$ cat src/rtl/tsc_pkg.sv
package tsc_pkg;
   typedef enum logic [1:0] {
      SRC_NS = 2'd0,
      SRC_US = 2'd1,
      SRC_MS = 2'd2
   } tsc_src_e;

   localparam int unsigned SRC_MAX     = 2;
   localparam int unsigned SRC_FIELD_W = 8;
   localparam int unsigned CLR_BIT     = 8;
endpackage

$ cat src/rtl/tsc_cfg_reg.sv
module tsc_cfg_reg
   import tsc_pkg::*;
#(
   parameter int unsigned ADDR_W   = 12,
   parameter int unsigned DATA_W   = 32,
   parameter int unsigned CFG_ADDR = 'h600
) (
   input  logic              clk,
   input  logic              rst_n,
   input  logic              wr,
   input  logic [ADDR_W-1:0] addr,
   input  logic [DATA_W-1:0] wdata,
   output tsc_src_e          src,
   output logic              hold,
   output logic              restart
);
   logic     hit;
   logic     legal;
   tsc_src_e src_q;
   logic     hold_q;

   assign hit   = wr && (addr == ADDR_W'(CFG_ADDR));
   assign legal = (wdata[SRC_FIELD_W-1:0] <= SRC_FIELD_W'(SRC_MAX));
   assign restart = hit && (wdata[CLR_BIT] ||
                            (legal && (wdata[1:0] != src_q)));

   always_ff @(posedge clk or negedge rst_n) begin
      if (!rst_n) begin
         src_q  <= SRC_NS;
         hold_q <= 1'b0;
      end else if (hit) begin
         hold_q <= wdata[CLR_BIT];
         if (legal) src_q <= tsc_src_e'(wdata[1:0]);
      end
   end

   assign src  = src_q;
   assign hold = hold_q;
endmodule

$ cat src/rtl/tsc_prescaler.sv
module tsc_prescaler #(
   parameter int unsigned CYC_PER_US = 50,
   parameter int unsigned US_PER_MS  = 1000
) (
   input  logic clk,
   input  logic rst_n,
   input  logic clear,
   output logic us_tick,
   output logic ms_tick
);
   localparam int unsigned CW = $clog2(CYC_PER_US);
   localparam int unsigned UW = $clog2(US_PER_MS);

   generate
      if (CYC_PER_US < 2) begin : g_bad_cyc
         $error("CYC_PER_US must be at least 2");
      end
      if (US_PER_MS < 2) begin : g_bad_us
         $error("US_PER_MS must be at least 2");
      end
   endgenerate

   logic [CW-1:0] cyc_q;
   logic [UW-1:0] us_q;

   assign us_tick = (cyc_q == CW'(CYC_PER_US - 1));
   assign ms_tick = us_tick && (us_q == UW'(US_PER_MS - 1));

   always_ff @(posedge clk or negedge rst_n) begin
      if (!rst_n) begin
         cyc_q <= '0;
         us_q  <= '0;
      end else if (clear) begin
         cyc_q <= '0;
         us_q  <= '0;
      end else begin
         cyc_q <= us_tick ? '0 : cyc_q + 1'b1;
         if (us_tick) us_q <= ms_tick ? '0 : us_q + 1'b1;
      end
   end
endmodule

$ cat src/rtl/tsc_accum.sv
module tsc_accum
   import tsc_pkg::*;
#(
   parameter int unsigned CNT_W     = 32,
   parameter int unsigned FINE_STEP = 20
) (
   input  logic             clk,
   input  logic             rst_n,
   input  logic             hold,
   input  tsc_src_e         src,
   input  logic             us_tick,
   input  logic             ms_tick,
   output logic [CNT_W-1:0] count
);
   logic [CNT_W-1:0] fine_inc;
   logic [CNT_W-1:0] inc;
   logic [CNT_W-1:0] count_q;

   generate
      if (FINE_STEP == 1) begin : g_unit_step
         assign fine_inc = CNT_W'(1);
      end else begin : g_wide_step
         assign fine_inc = CNT_W'(FINE_STEP);
      end
   endgenerate

   always_comb begin
      inc = '0;
      unique case (src)
         SRC_NS:  inc = fine_inc;
         SRC_US:  inc = CNT_W'(us_tick);
         SRC_MS:  inc = CNT_W'(ms_tick);
         default: inc = '0;
      endcase
   end

   always_ff @(posedge clk or negedge rst_n) begin
      if (!rst_n)    count_q <= '0;
      else if (hold) count_q <= '0;
      else           count_q <= count_q + inc;
   end

   assign count = count_q;
endmodule

$ cat src/rtl/tstamp_counter.sv
module tstamp_counter
   import tsc_pkg::*;
#(
   parameter int unsigned ADDR_W    = 12,
   parameter int unsigned DATA_W    = 32,
   parameter int unsigned CNT_W     = 32,
   parameter int unsigned CLK_NS    = 20,
   parameter int unsigned US_PER_MS = 1000,
   parameter int unsigned CFG_ADDR  = 'h600,
   parameter int unsigned CNT_ADDR  = 'h602
) (
   input  logic              clk,
   input  logic              rst_n,
   input  logic              bus_wr,
   input  logic              bus_rd,
   input  logic [ADDR_W-1:0] bus_addr,
   input  logic [DATA_W-1:0] bus_wdata,
   output logic [DATA_W-1:0] bus_rdata,
   output logic              bus_rvalid
);
   localparam int unsigned CYC_PER_US = 1000 / CLK_NS;

   generate
      if (CNT_W > DATA_W || CNT_W < 2) begin : g_bad_cnt
         $error("CNT_W must lie in 2..DATA_W");
      end
      if (DATA_W <= CLR_BIT) begin : g_bad_data
         $error("DATA_W too narrow for the clear bit");
      end
      if (CLK_NS == 0 || (1000 % CLK_NS) != 0) begin : g_bad_clk
         $error("CLK_NS must divide 1000");
      end
   endgenerate

   tsc_src_e         cfg_src;
   logic             cfg_hold;
   logic             cfg_restart;
   logic             us_tick;
   logic             ms_tick;
   logic [CNT_W-1:0] count_q;
   logic [DATA_W-1:0] rd_mux;

   tsc_cfg_reg #(
      .ADDR_W(ADDR_W), .DATA_W(DATA_W), .CFG_ADDR(CFG_ADDR)
   ) u_cfg (
      .clk(clk), .rst_n(rst_n), .wr(bus_wr), .addr(bus_addr),
      .wdata(bus_wdata), .src(cfg_src), .hold(cfg_hold),
      .restart(cfg_restart)
   );

   tsc_prescaler #(
      .CYC_PER_US(CYC_PER_US), .US_PER_MS(US_PER_MS)
   ) u_pre (
      .clk(clk), .rst_n(rst_n), .clear(cfg_restart | cfg_hold),
      .us_tick(us_tick), .ms_tick(ms_tick)
   );

   tsc_accum #(
      .CNT_W(CNT_W), .FINE_STEP(CLK_NS)
   ) u_acc (
      .clk(clk), .rst_n(rst_n), .hold(cfg_hold), .src(cfg_src),
      .us_tick(us_tick), .ms_tick(ms_tick), .count(count_q)
   );

   always_comb begin
      rd_mux = '0;
      if (bus_addr == ADDR_W'(CFG_ADDR)) begin
         rd_mux[1:0]     = cfg_src;
         rd_mux[CLR_BIT] = cfg_hold;
      end else if (bus_addr == ADDR_W'(CNT_ADDR)) begin
         rd_mux[CNT_W-1:0] = count_q;
      end
   end

   always_ff @(posedge clk or negedge rst_n) begin
      if (!rst_n) begin
         bus_rdata  <= '0;
         bus_rvalid <= 1'b0;
      end else begin
         bus_rvalid <= bus_rd;
         if (bus_rd) bus_rdata <= rd_mux;
      end
   end
endmodule

$ cat config.mk
export PLATFORM = sky130hd
export DESIGN_NAME = tstamp_counter
export DESIGN_NICKNAME = d
export VERILOG_FILES = /design/src/rtl/tsc_pkg.sv /design/src/rtl/tsc_cfg_reg.sv /design/src/rtl/tsc_prescaler.sv /design/src/rtl/tsc_accum.sv /design/src/rtl/tstamp_counter.sv
export SDC_FILE = /design/constraint.sdc
export NUM_CORES = 1
export LEC_CHECK = 0
export ABC_AREA = 0
export ABC_CLOCK_PERIOD_IN_PS = 2800
export BUFFER_PORTS_ARGS = -buffer_cell sky130_fd_sc_hd__buf_2
export CORE_ASPECT_RATIO = 1.25
export CORE_MARGIN = 4
export CORE_UTILIZATION = 50
export CTS_CLUSTER_DIAMETER = 120
export DETAILED_ROUTE_END_ITERATION = 6
export HOLD_SLACK_MARGIN = 0.15
export PLACE_DENSITY = 0.81
export SYNTH_ARGS = -nofsm -noshare
export SYNTH_HDL_FRONTEND = slang
export SYNTH_HIERARCHICAL = 1
export SYNTH_SLANG_ARGS = --single-unit
$ cat constraint.sdc
create_clock -name clk -period 2.8 [get_ports clk]
set_clock_uncertainty 0.05 [all_clocks]
set_input_delay 0 -clock clk [delete_from_list [all_inputs] [get_ports clk]]
set_output_delay 0 -clock clk [all_outputs]
set_load 0.01 [all_outputs]
==> results.yml, run 1 <==
outcome:
  status: "complete, no violations"
setup_path:
  cp-start-kind: "register"
  cp_max_fo: 5
  r2r_slack_ps: 20
  r2r_start: "u_pre/cyc_q[1]"
  rr_endpoint: "u_acc/count[23]"
  crit_path_cell_trace: "inv_1 -> ha_1 -> and3b_2 -> nand4_1 -> inv_1 -> nand3b_1 -> o21ai_1 -> ha_2 -> a311oi_2 -> or3_4 -> buf_6 -> or4_4 -> a21oi_2"
  critical_path_required_ps: 3040
  critical_path_class: "reg2reg"
  slowest_stage: "or3_4"
  slowest_delay_ps: 430
  crit_top_cell: "inv_1"
  arrival_ps: 3010
  crit_path_end_kind: "register"
  reg2regPathDepth: 13
detailed_routing:
  via_count: 3651
  drcViolationCount: 0
  wl_um: 10100
  dr.first_iter.drc_count: 227
  vias_per_cell: 5.61
  ant_nets: 0
  detail_route.wl_per_cell_um: 15.5
  firstDrtPassIters: 6
synth:
  synth_top_area_frac: 0.482
  ys_top_cells_by_area: "dfrtp_1, inv_1, o22ai_1"
  yosysTopAreaCell: "dfrtp_1"
  synth_xor_area_frac: 0.0341
  netlist_instances: 443
  synthAdderAreaFrac: 0.0201
  muxShareOfSynthArea: 0.0350
  yosysWarnings: 6
  synth_top_family_by_area: "simple AND/OR/NAND/NOR gates"
  syn_avg_cell_area_um2: 9.85
  synth-main-ff-cell: "dfrtp_1"
  async_reset_ff_frac: 1.00
  yosys.area_share.simple: 0.213
  synth_compound_area_frac: 0.134
  synth_edf_count: 0
  synth_fp_nets: 498
  syn_area_um2: 4360
  seq_area_frac_synth: 0.482
  synthDistinctLibCells: 56
  synth-seq-cells: 84
place:
  dp_hpwl_um: 6550
  pre_cts_ws_ps: -110
  dp_cells: 616
  gp_congestion: 0.857
  post_dp_cell_area_um2: 4820
  io_buffer_count: 57
grt:
  grt_max_degree: 85
  grt.total_usage: 0.198
  antenna_found_initial: 0
  grt_pass1_wl_um: 16600
  overflow: 0
  grt_pass1_vias: 3571
pwr:
  power.switching_mw: 1.07
  cellLeakagePower_nw: 2.42
  p_int_mw: 2.33
  pwr-share-clk: 0.299
  p_seq_frac: 0.443
  finalPower_mw: 3.40
  power_density_nw_per_um2: 632
  swShare: 0.315
  vdd_drop_max_mv: 0.361
  combPwrFrac: 0.257
final_layout:
  drive_gt1_frac: 0.288
  antenna_cells: 0
  finalInstanceArea_um2: 5390
  syn_to_final_growth_pct: 23.4
  fin_nets: 584
  instances_no_fill: 651
  utilization: 0.643
clocking:
  cts_root_buffer: "clkbuf_8"
  cts_tree: "done"
  clock_path_buffers: 2
  clock-sinks: 84
  numCtsBuffers: 9
  worstSkewPairLatency_ps: 360
  clkTransAtPathRegs_ps: 80
  cts_htree_levels: 3
sta:
  worst_slew_pin_slew_ps: 1050
  holdWs_ps: 305
  slew_viol_final: 0
  fmax_mhz: 360
  worst_slack_ps: 22.1
  hold_viol: 0
  fin_setup_tns_ps: 0
  rsz0062_at_grt: "yes"
  setup_viol: 0
  fin_crit_sh: 0.992
  fin_crit_ps: 2780
  relSlewSlack: 0.302
die:
  io_pins: 81
  fp-row-count: 37
  chipWidth_um: 91.6
  core_area_um2: 8380
  fp.dieArea_um2: 10300
  die_h_um: 112
  start_util: 0.521
worst_hold_path:
  min_path_type: "in2async"
flow_run:
  maxCapViolCount: 0
kinds of logic after synthesis:
family                   after synthesis
AND/OR/NAND/NOR                      152
buffers and inverters                 86
XOR/XNOR                              17
adder cells (fa/ha/maj)                7
multiplexers                          14
flip-flops                            84
AO/OA/AOI/OAI                         83
worst max-delay path by stage:
stage / from / end / slack [ps] / cells after the start
finish: u_pre/cyc_q[1] / u_acc/count[23] / 20 / 13
global route: u_pre/cyc_q[1] / u_acc/count[31] / -90 / 12
CTS: u_pre/cyc_q[1] / u_acc/count[25] / 5 / 13
detailed placement: u_pre/cyc_q[1] / u_acc/count[27] / -110 / 13
global placement: u_pre/us_q[1] / u_acc/count[27] / 40 / 12
floorplan: u_pre/cyc_q[1] / u_acc/count[27] / 70 / 14
placed cells by master, fill, tap and decap left out, types with 3 or more instances in the layout:
cell,instances
a21oi_1,14
a21oi_2,10
and4_1,6
buf_2,56
buf_4,22
bufinv_16,3
clkbuf_8,9
dfrtp_1,84
dlygate4sd3_1,13
ha_1,4
inv_1,68
mux2_1,3
mux2_2,5
mux2i_1,4
nand2_1,21
nand3_1,17
nand3b_1,3
nand4_1,11
nor2_1,27
nor2b_1,10
nor3_2,3
nor4_1,4
o21ai_0,5
o22ai_1,22
o22ai_2,10
o31ai_1,13
or3_1,4
or4_1,9
or4_4,6
xnor2_1,10
xor2_1,7
area by class of cell:
cell class | count | area [µm²]
fillers | 627 | 2990
repair buffers | 93 | 598
well taps | 117 | 146
inverters | 68 | 255
flip-flops and latches | 84 | 2100
clock buffers | 11 | 131
clock inverters | 5 | 100
multi-input cells | 273 | 2050
power by group through the flow:
stage	Clock [mW]	Sequential [mW]	Combinational, mW
finish	1.02	1.51	0.876
global route	1.09	1.53	0.977
CTS	1.03	1.50	0.789
detailed placement	0	1.52	0.747
global placement	0	1.51	0.704
floorplan	0	1.49	0.522
sequential cells by signal (all words and copies together), names as in the netlist:
register and cells:
u_pre/cyc_q 6, u_cfg/src 2, u_acc/count 32, bus_rvalid 1, bus_rdata 32, u_pre/us_q 10, u_cfg/hold 1
worst max-delay path: cells and delay by family (launching register included):
kind	cells	cell delay (ps)
flip-flops	1	380
buffers and inverters	3	280
AND/OR/NAND/NOR	5	1270
AO/OA/AOI/OAI	3	350
adder cells (fa/ha/maj)	2	370
synthesized netlist by cell type, types with 2 or more instances:
| library cell | count |
|---|---|
| nand3b_1 | 3 |
| and4_1 | 6 |
| and3_1 | 2 |
| buf_6 | 3 |
| a21oi_1 | 21 |
| nand2b_1 | 2 |
| o31ai_1 | 13 |
| mux2i_1 | 4 |
| and2_1 | 2 |
| nor3b_1 | 2 |
| o22ai_1 | 22 |
| o21ai_0 | 6 |
| nor4_1 | 4 |
| buf_2 | 8 |
| mux2_2 | 5 |
| nand3_1 | 18 |
| nand4_2 | 2 |
| nand4_1 | 11 |
| or3_1 | 5 |
| mux2_1 | 5 |
| xnor2_1 | 10 |
| clkbuf_1 | 6 |
| o22ai_2 | 10 |
| inv_1 | 68 |
| a21oi_2 | 3 |
| nor4_2 | 4 |
| nand2_1 | 21 |
| or3_2 | 2 |
| ha_1 | 7 |
| or4_1 | 14 |
| nor2b_1 | 10 |
| nor2_1 | 27 |
| nor4b_1 | 2 |
| dfrtp_1 | 84 |
| xor2_1 | 7 |
| nor3_1 | 4 |
per-layer routing:
metal	GRT usage	wire, µm
met5	0	0
met4	0.0926	166
met3	0.0261	483
met2	0.334	5260
met1	0.253	4200
timing repair:
action,4_1_cts,5_1_grt
setup buffers,0,6
gates resized for setup,6,27
endpoints found under the setup margin,12,19
hold buffers,13,0
pin swaps,1,12
hold endpoints to repair,95,0
(Power assumes the default switching activity.)
==> run 2: changes to the inputs <==
--- a/config.mk
+++ b/config.mk
@@ -15,6 +15,7 @@
 export DETAILED_ROUTE_END_ITERATION = 6
 export HOLD_SLACK_MARGIN = 0.15
 export PLACE_DENSITY = 0.81
+export REMOVE_ABC_BUFFERS = 1
 export SYNTH_ARGS = -nofsm -noshare
 export SYNTH_HDL_FRONTEND = slang
 export SYNTH_HIERARCHICAL = 1
==> run 2 against run 1 <==
Against the previous run:
- largest power group unchanged
- register-to-register slack about the same
- non-clock buffer count increased by 7
- highest routed layer unchanged
- count of clock-buffer cells in the layout fell by 1
- critical path type unchanged
==> results.yml, run 2 (same netlist as run 1, synthesis figures left out) <==
grt:
  grt_pass1_wl_um: 17300
  overflow: 0
  grt_max_degree: 85
  grt_pass1_vias: 3795
  antenna_found_initial: 0
  grt.total_usage: 0.206
die:
  chipWidth_um: 91.6
  io_pins: 81
  core_area_um2: 8380
  fp.dieArea_um2: 10300
  start_util: 0.521
  fp-row-count: 37
  die_h_um: 112
clocking:
  clock_path_buffers: 2
  worstSkewPairLatency_ps: 360
  clkTransAtPathRegs_ps: 80
  cts_root_buffer: "clkbuf_8"
  numCtsBuffers: 9
  clock-sinks: 84
  cts_htree_levels: 3
  cts_tree: "done"
setup_path:
  critical_path_class: "reg2reg"
  arrival_ps: 3010
  r2r_slack_ps: 30
  cp_max_fo: 3
  crit_path_end_kind: "register"
  critical_path_required_ps: 3030
  cp-start-kind: "register"
  reg2regPathDepth: 13
pwr:
  cellLeakagePower_nw: 2.48
  vdd_drop_max_mv: 0.349
  power_density_nw_per_um2: 632
  power.switching_mw: 1.06
  swShare: 0.308
  p_int_mw: 2.38
  p_seq_frac: 0.435
  pwr-share-clk: 0.300
  combPwrFrac: 0.265
  finalPower_mw: 3.43
place:
  dp_hpwl_um: 6760
  post_dp_cell_area_um2: 4890
  dp_cells: 625
  pre_cts_ws_ps: -110
  gp_congestion: 0.812
  io_buffer_count: 57
final_layout:
  utilization: 0.648
  final_cell_mix: "dfrtp_1, inv_1, buf_2, buf_4, nor2_1"
  fin_nets: 591
  fill_cells: 639
  final_common_cell: "dfrtp_1"
  drive_gt1_frac: 0.289
  finalInstanceArea_um2: 5430
  multi_input_comb_area_um2: 2040
  instances_no_fill: 657
  antenna_cells: 0
  regArea_um2: 2100
  syn_to_final_growth_pct: 24.5
sta:
  fin_setup_tns_ps: 0
  fin_crit_sh: 0.991
  fin_crit_ps: 2770
  worst_slew_pin_slew_ps: 1040
  setup_viol: 0
  worst_slack_ps: 25.9
  fmax_mhz: 360
  rsz0062_at_grt: "yes"
  hold_viol: 0
  relSlewSlack: 0.306
  slew_viol_final: 0
  holdWs_ps: 281
detailed_routing:
  wl_um: 10300
  via_count: 3633
  firstDrtPassIters: 4
  dr.first_iter.drc_count: 167
  vias_per_cell: 5.53
  ant_nets: 0
  drcViolationCount: 0
  detail_route.wl_per_cell_um: 15.6
worst_hold_path:
  min_path_type: "in2async"
outcome:
  status: "complete, no violations"
flow_run:
  maxCapViolCount: 0
==> run 2: layer usage <==
metal  GRT usage  vias to the layer above  routed length [µm]
li1            -                     1743                   -
met1       0.237                     1765                4000
met2       0.377                       99                5590
met3      0.0335                       26                 424
met4      0.0825                        0                 260
met5           0                        -                   0
==> run 2: worst max-delay path, stage by stage (launching register included) <==
cell and delay, ps:
dfrtp_1 380, inv_1 50, ha_1 140, and3b_2 210, nand4_1 130, inv_1 80, nand3b_1 70, o21ai_1 100
ha_2 230, a311oi_2 110, buf_4 160, or4_4 430, or4_4 430, a21oi_2 140
==> run 2: power groups by stage <==
stage	Combinational [mW]	Clock [mW]	Sequential, mW
global placement	0.794	0	1.50
global route	1.01	1.10	1.52
detailed placement	0.830	0	1.52
finish	0.910	1.03	1.49
floorplan	0.488	0	1.49
CTS	0.858	1.05	1.49
==> run 2: layout make-up <==
type	count	share of cell area
Tap cell	117	0.0269
Sequential cell	84	0.387
Inverter	68	0.0470
Clock inverter	5	0.0184
Multi-Input combinational cell	273	0.375
Clock buffer	10	0.0253
Timing Repair Buffer	100	0.120
==> run 2: final timing paths <==
path                                      from              end
worst max-delay path            u_pre/cyc_q[1]  u_acc/count[25]
worst min-delay path                     rst_n    u_pre/us_q[7]
worst max register to register  u_pre/cyc_q[1]  u_acc/count[25]
worst min register to register    bus_rdata[2]     bus_rdata[2]
max in group asynchronous                rst_n    u_pre/us_q[2]
min in group clk                   bus_addr[0]    bus_rdata[15]
==> run 2: what timing repair did <==
action | 4_1_cts | 5_1_grt
resized for setup | 7 | 23
pin swaps | 2 | 5
gates cloned | 0 | 0
setup endpoints to repair | 14 | 18
setup buffers | 1 | 3
hold buffers | 13 | 0
hold endpoints to repair | 94 | 0
==> run 3: changes to the inputs <==
--- a/config.mk
+++ b/config.mk
@@ -7,14 +7,14 @@
 export LEC_CHECK = 0
 export ABC_AREA = 0
 export ABC_CLOCK_PERIOD_IN_PS = 2800
-export BUFFER_PORTS_ARGS = -buffer_cell sky130_fd_sc_hd__buf_2
 export CORE_ASPECT_RATIO = 1.25
 export CORE_MARGIN = 4
-export CORE_UTILIZATION = 50
+export CORE_UTILIZATION = 55
 export CTS_CLUSTER_DIAMETER = 120
 export DETAILED_ROUTE_END_ITERATION = 6
+export DONT_BUFFER_PORTS = 1
 export HOLD_SLACK_MARGIN = 0.15
-export PLACE_DENSITY = 0.81
+export PLACE_DENSITY = 0.78
 export REMOVE_ABC_BUFFERS = 1
 export SYNTH_ARGS = -nofsm -noshare
 export SYNTH_HDL_FRONTEND = slang
==> run 3 against run 2 <==
Against the previous run:
- the flow now finishes with violations (setup timing)
- global-route usage rose by 1.2 points
- final area fell by 4.7%
- register-to-register slack got worse by 50 ps
- sequential power barely moved
- via count fell by 5.5%
- critical endpoint unchanged
- largest cell class unchanged
==> results.yml, run 3 (same netlist as run 1, synthesis figures left out) <==
worst_hold_path:
  min_path_type: "in2async"
clocking:
  clkTransAtPathRegs_ps: 90
  worstSkewPairLatency_ps: 360
  numCtsBuffers: 9
  cts_root_buffer: "clkbuf_8"
  cts_htree_levels: 3
  clock_path_buffers: 2
  cts_tree: "done"
  clock-sinks: 84
detailed_routing:
  via_count: 3434
  dr.first_iter.drc_count: 236
  firstDrtPassIters: 4
  vias_per_cell: 5.90
  ant_nets: 0
  wl_um: 9950
  drcViolationCount: 0
  detail_route.wl_per_cell_um: 17.1
place:
  io_buffer_count: 0
  dp_cells: 541
  dp_hpwl_um: 6330
  gp_congestion: 0.831
  pre_cts_ws_ps: -32.4
sta:
  worst_slack_ps: -22.9
  fmax_mhz: 354
  fin_crit_sh: 1.01
  relSlewSlack: 0.688
  slew_viol_final: 0
  setup_viol: 1
  fin_setup_tns_ps: -22.9
  worst_slew_pin_slew_ps: 467
  rsz0062_at_grt: "yes"
  hold_viol: 0
  fin_crit_ps: 2820
setup_path:
  rr_endpoint: "u_acc/count[25]"
  r2r_slack_ps: -20
  critical_path_required_ps: 3030
  critical_path_class: "reg2reg"
  cp_max_fo: 4
  r2r_start: "u_pre/us_q[1]"
  reg2regPathDepth: 12
  cp-start-kind: "register"
  crit_path_end_kind: "register"
  arrival_ps: 3050
final_layout:
  instances_no_fill: 582
  final_cell_mix: "dfrtp_1, inv_1, nor2_1, buf_4, o22ai_1"
  utilization: 0.668
  fill_cells: 601
  antenna_cells: 0
  fin_nets: 537
  final_common_cell: "dfrtp_1"
  drive_gt1_frac: 0.220
  syn_to_final_growth_pct: 18.7
grt:
  grt.total_usage: 0.218
  grt_max_degree: 85
  overflow: 0
  grt_pass1_vias: 3368
  grt_pass1_wl_um: 16200
  antenna_found_initial: 0
pwr:
  power_density_nw_per_um2: 654
  cellLeakagePower_nw: 2.19
  finalPower_mw: 3.39
  vdd_drop_max_mv: 0.394
die:
  die_h_um: 108
  fp.dieArea_um2: 9430
  start_util: 0.563
  io_pins: 81
  core_area_um2: 7750
  chipWidth_um: 87.7
  fp-row-count: 36
flow_run:
  maxCapViolCount: 0
outcome:
  violations: "setup timing"
  status: "finished, violations left"
==> run 3: cell count changes in the layout (fill, tap and decap cells not counted), sizes merged <==
cell         change
dlygate4sd3      +3
buf             -57
bufinv           -1
clkbuf           +2
==> run 3: layer usage <==
metal / global-route usage / part of all wire / vias to the layer above
met1: 0.285 / 0.42 / 1702
met5: 0 / 0 / -
met4: 0.0702 / 0.018 / 0
li1: - / - / 1632
met2: 0.352 / 0.52 / 83
met3: 0.0567 / 0.041 / 17
==> run 3: worst max-delay path by stage <==
stage	slack, ps	from	endpoint	depth (start not counted)
finish	-20	u_pre/us_q[1]	u_acc/count[25]	12
floorplan	-8	u_pre/cyc_q[1]	u_acc/count[31]	12
global placement	70	u_pre/us_q[1]	u_acc/count[31]	11
global route	-110	u_pre/cyc_q[1]	u_acc/count[25]	13
detailed placement	-30	u_pre/us_q[1]	u_acc/count[27]	12
CTS	2	u_pre/cyc_q[1]	u_acc/count[25]	13
==> run 3: layout make-up <==
cell class                      instances  area [µm²]  area share
Multi-Input combinational cell        273        2040       0.394
Timing Repair Buffer                   46         425      0.0822
Tap cell                               95         119      0.0230
Inverter                               68         255      0.0493
Sequential cell                        84        2100       0.406
Clock buffer                           12         165      0.0319
Clock inverter                          4        70.1      0.0135
==> run 3: worst max-delay path: stages, from the launching register on <==
cell	delay, ps
dfrtp_1	380
ha_2	220
and4b_1	200
nand4_1	130
inv_1	80
nand3b_1	70
o21ai_1	80
ha_2	250
a311oi_4	130
buf_4	170
or4_4	420
or4_4	430
a21oi_2	140
==> run 3: report_power, final <==
part	switching (mW)	internal [mW]
Combinational	0.480	0.403
Sequential	0.148	1.35
Clock	0.432	0.573
Total	1.06	2.33
==> run 3: what timing repair did <==
item	CTS	global route
endpoints found under the hold margin	125	0
setup endpoints to repair	14	20
buffers inserted	2	5
pin swaps	2	11
gates resized for setup	6	26
hold buffers	18	0
==> run 3: per-stage QoR <==
step / hold WS [ps] / cell area (µm²)
final: 168 / 5180
after global routing: 185 / 5180
after CTS: 195 / 5020
after detailed placement: -343 / 4540
after global placement: -343 / 4540
after floorplan: -346 / 4260
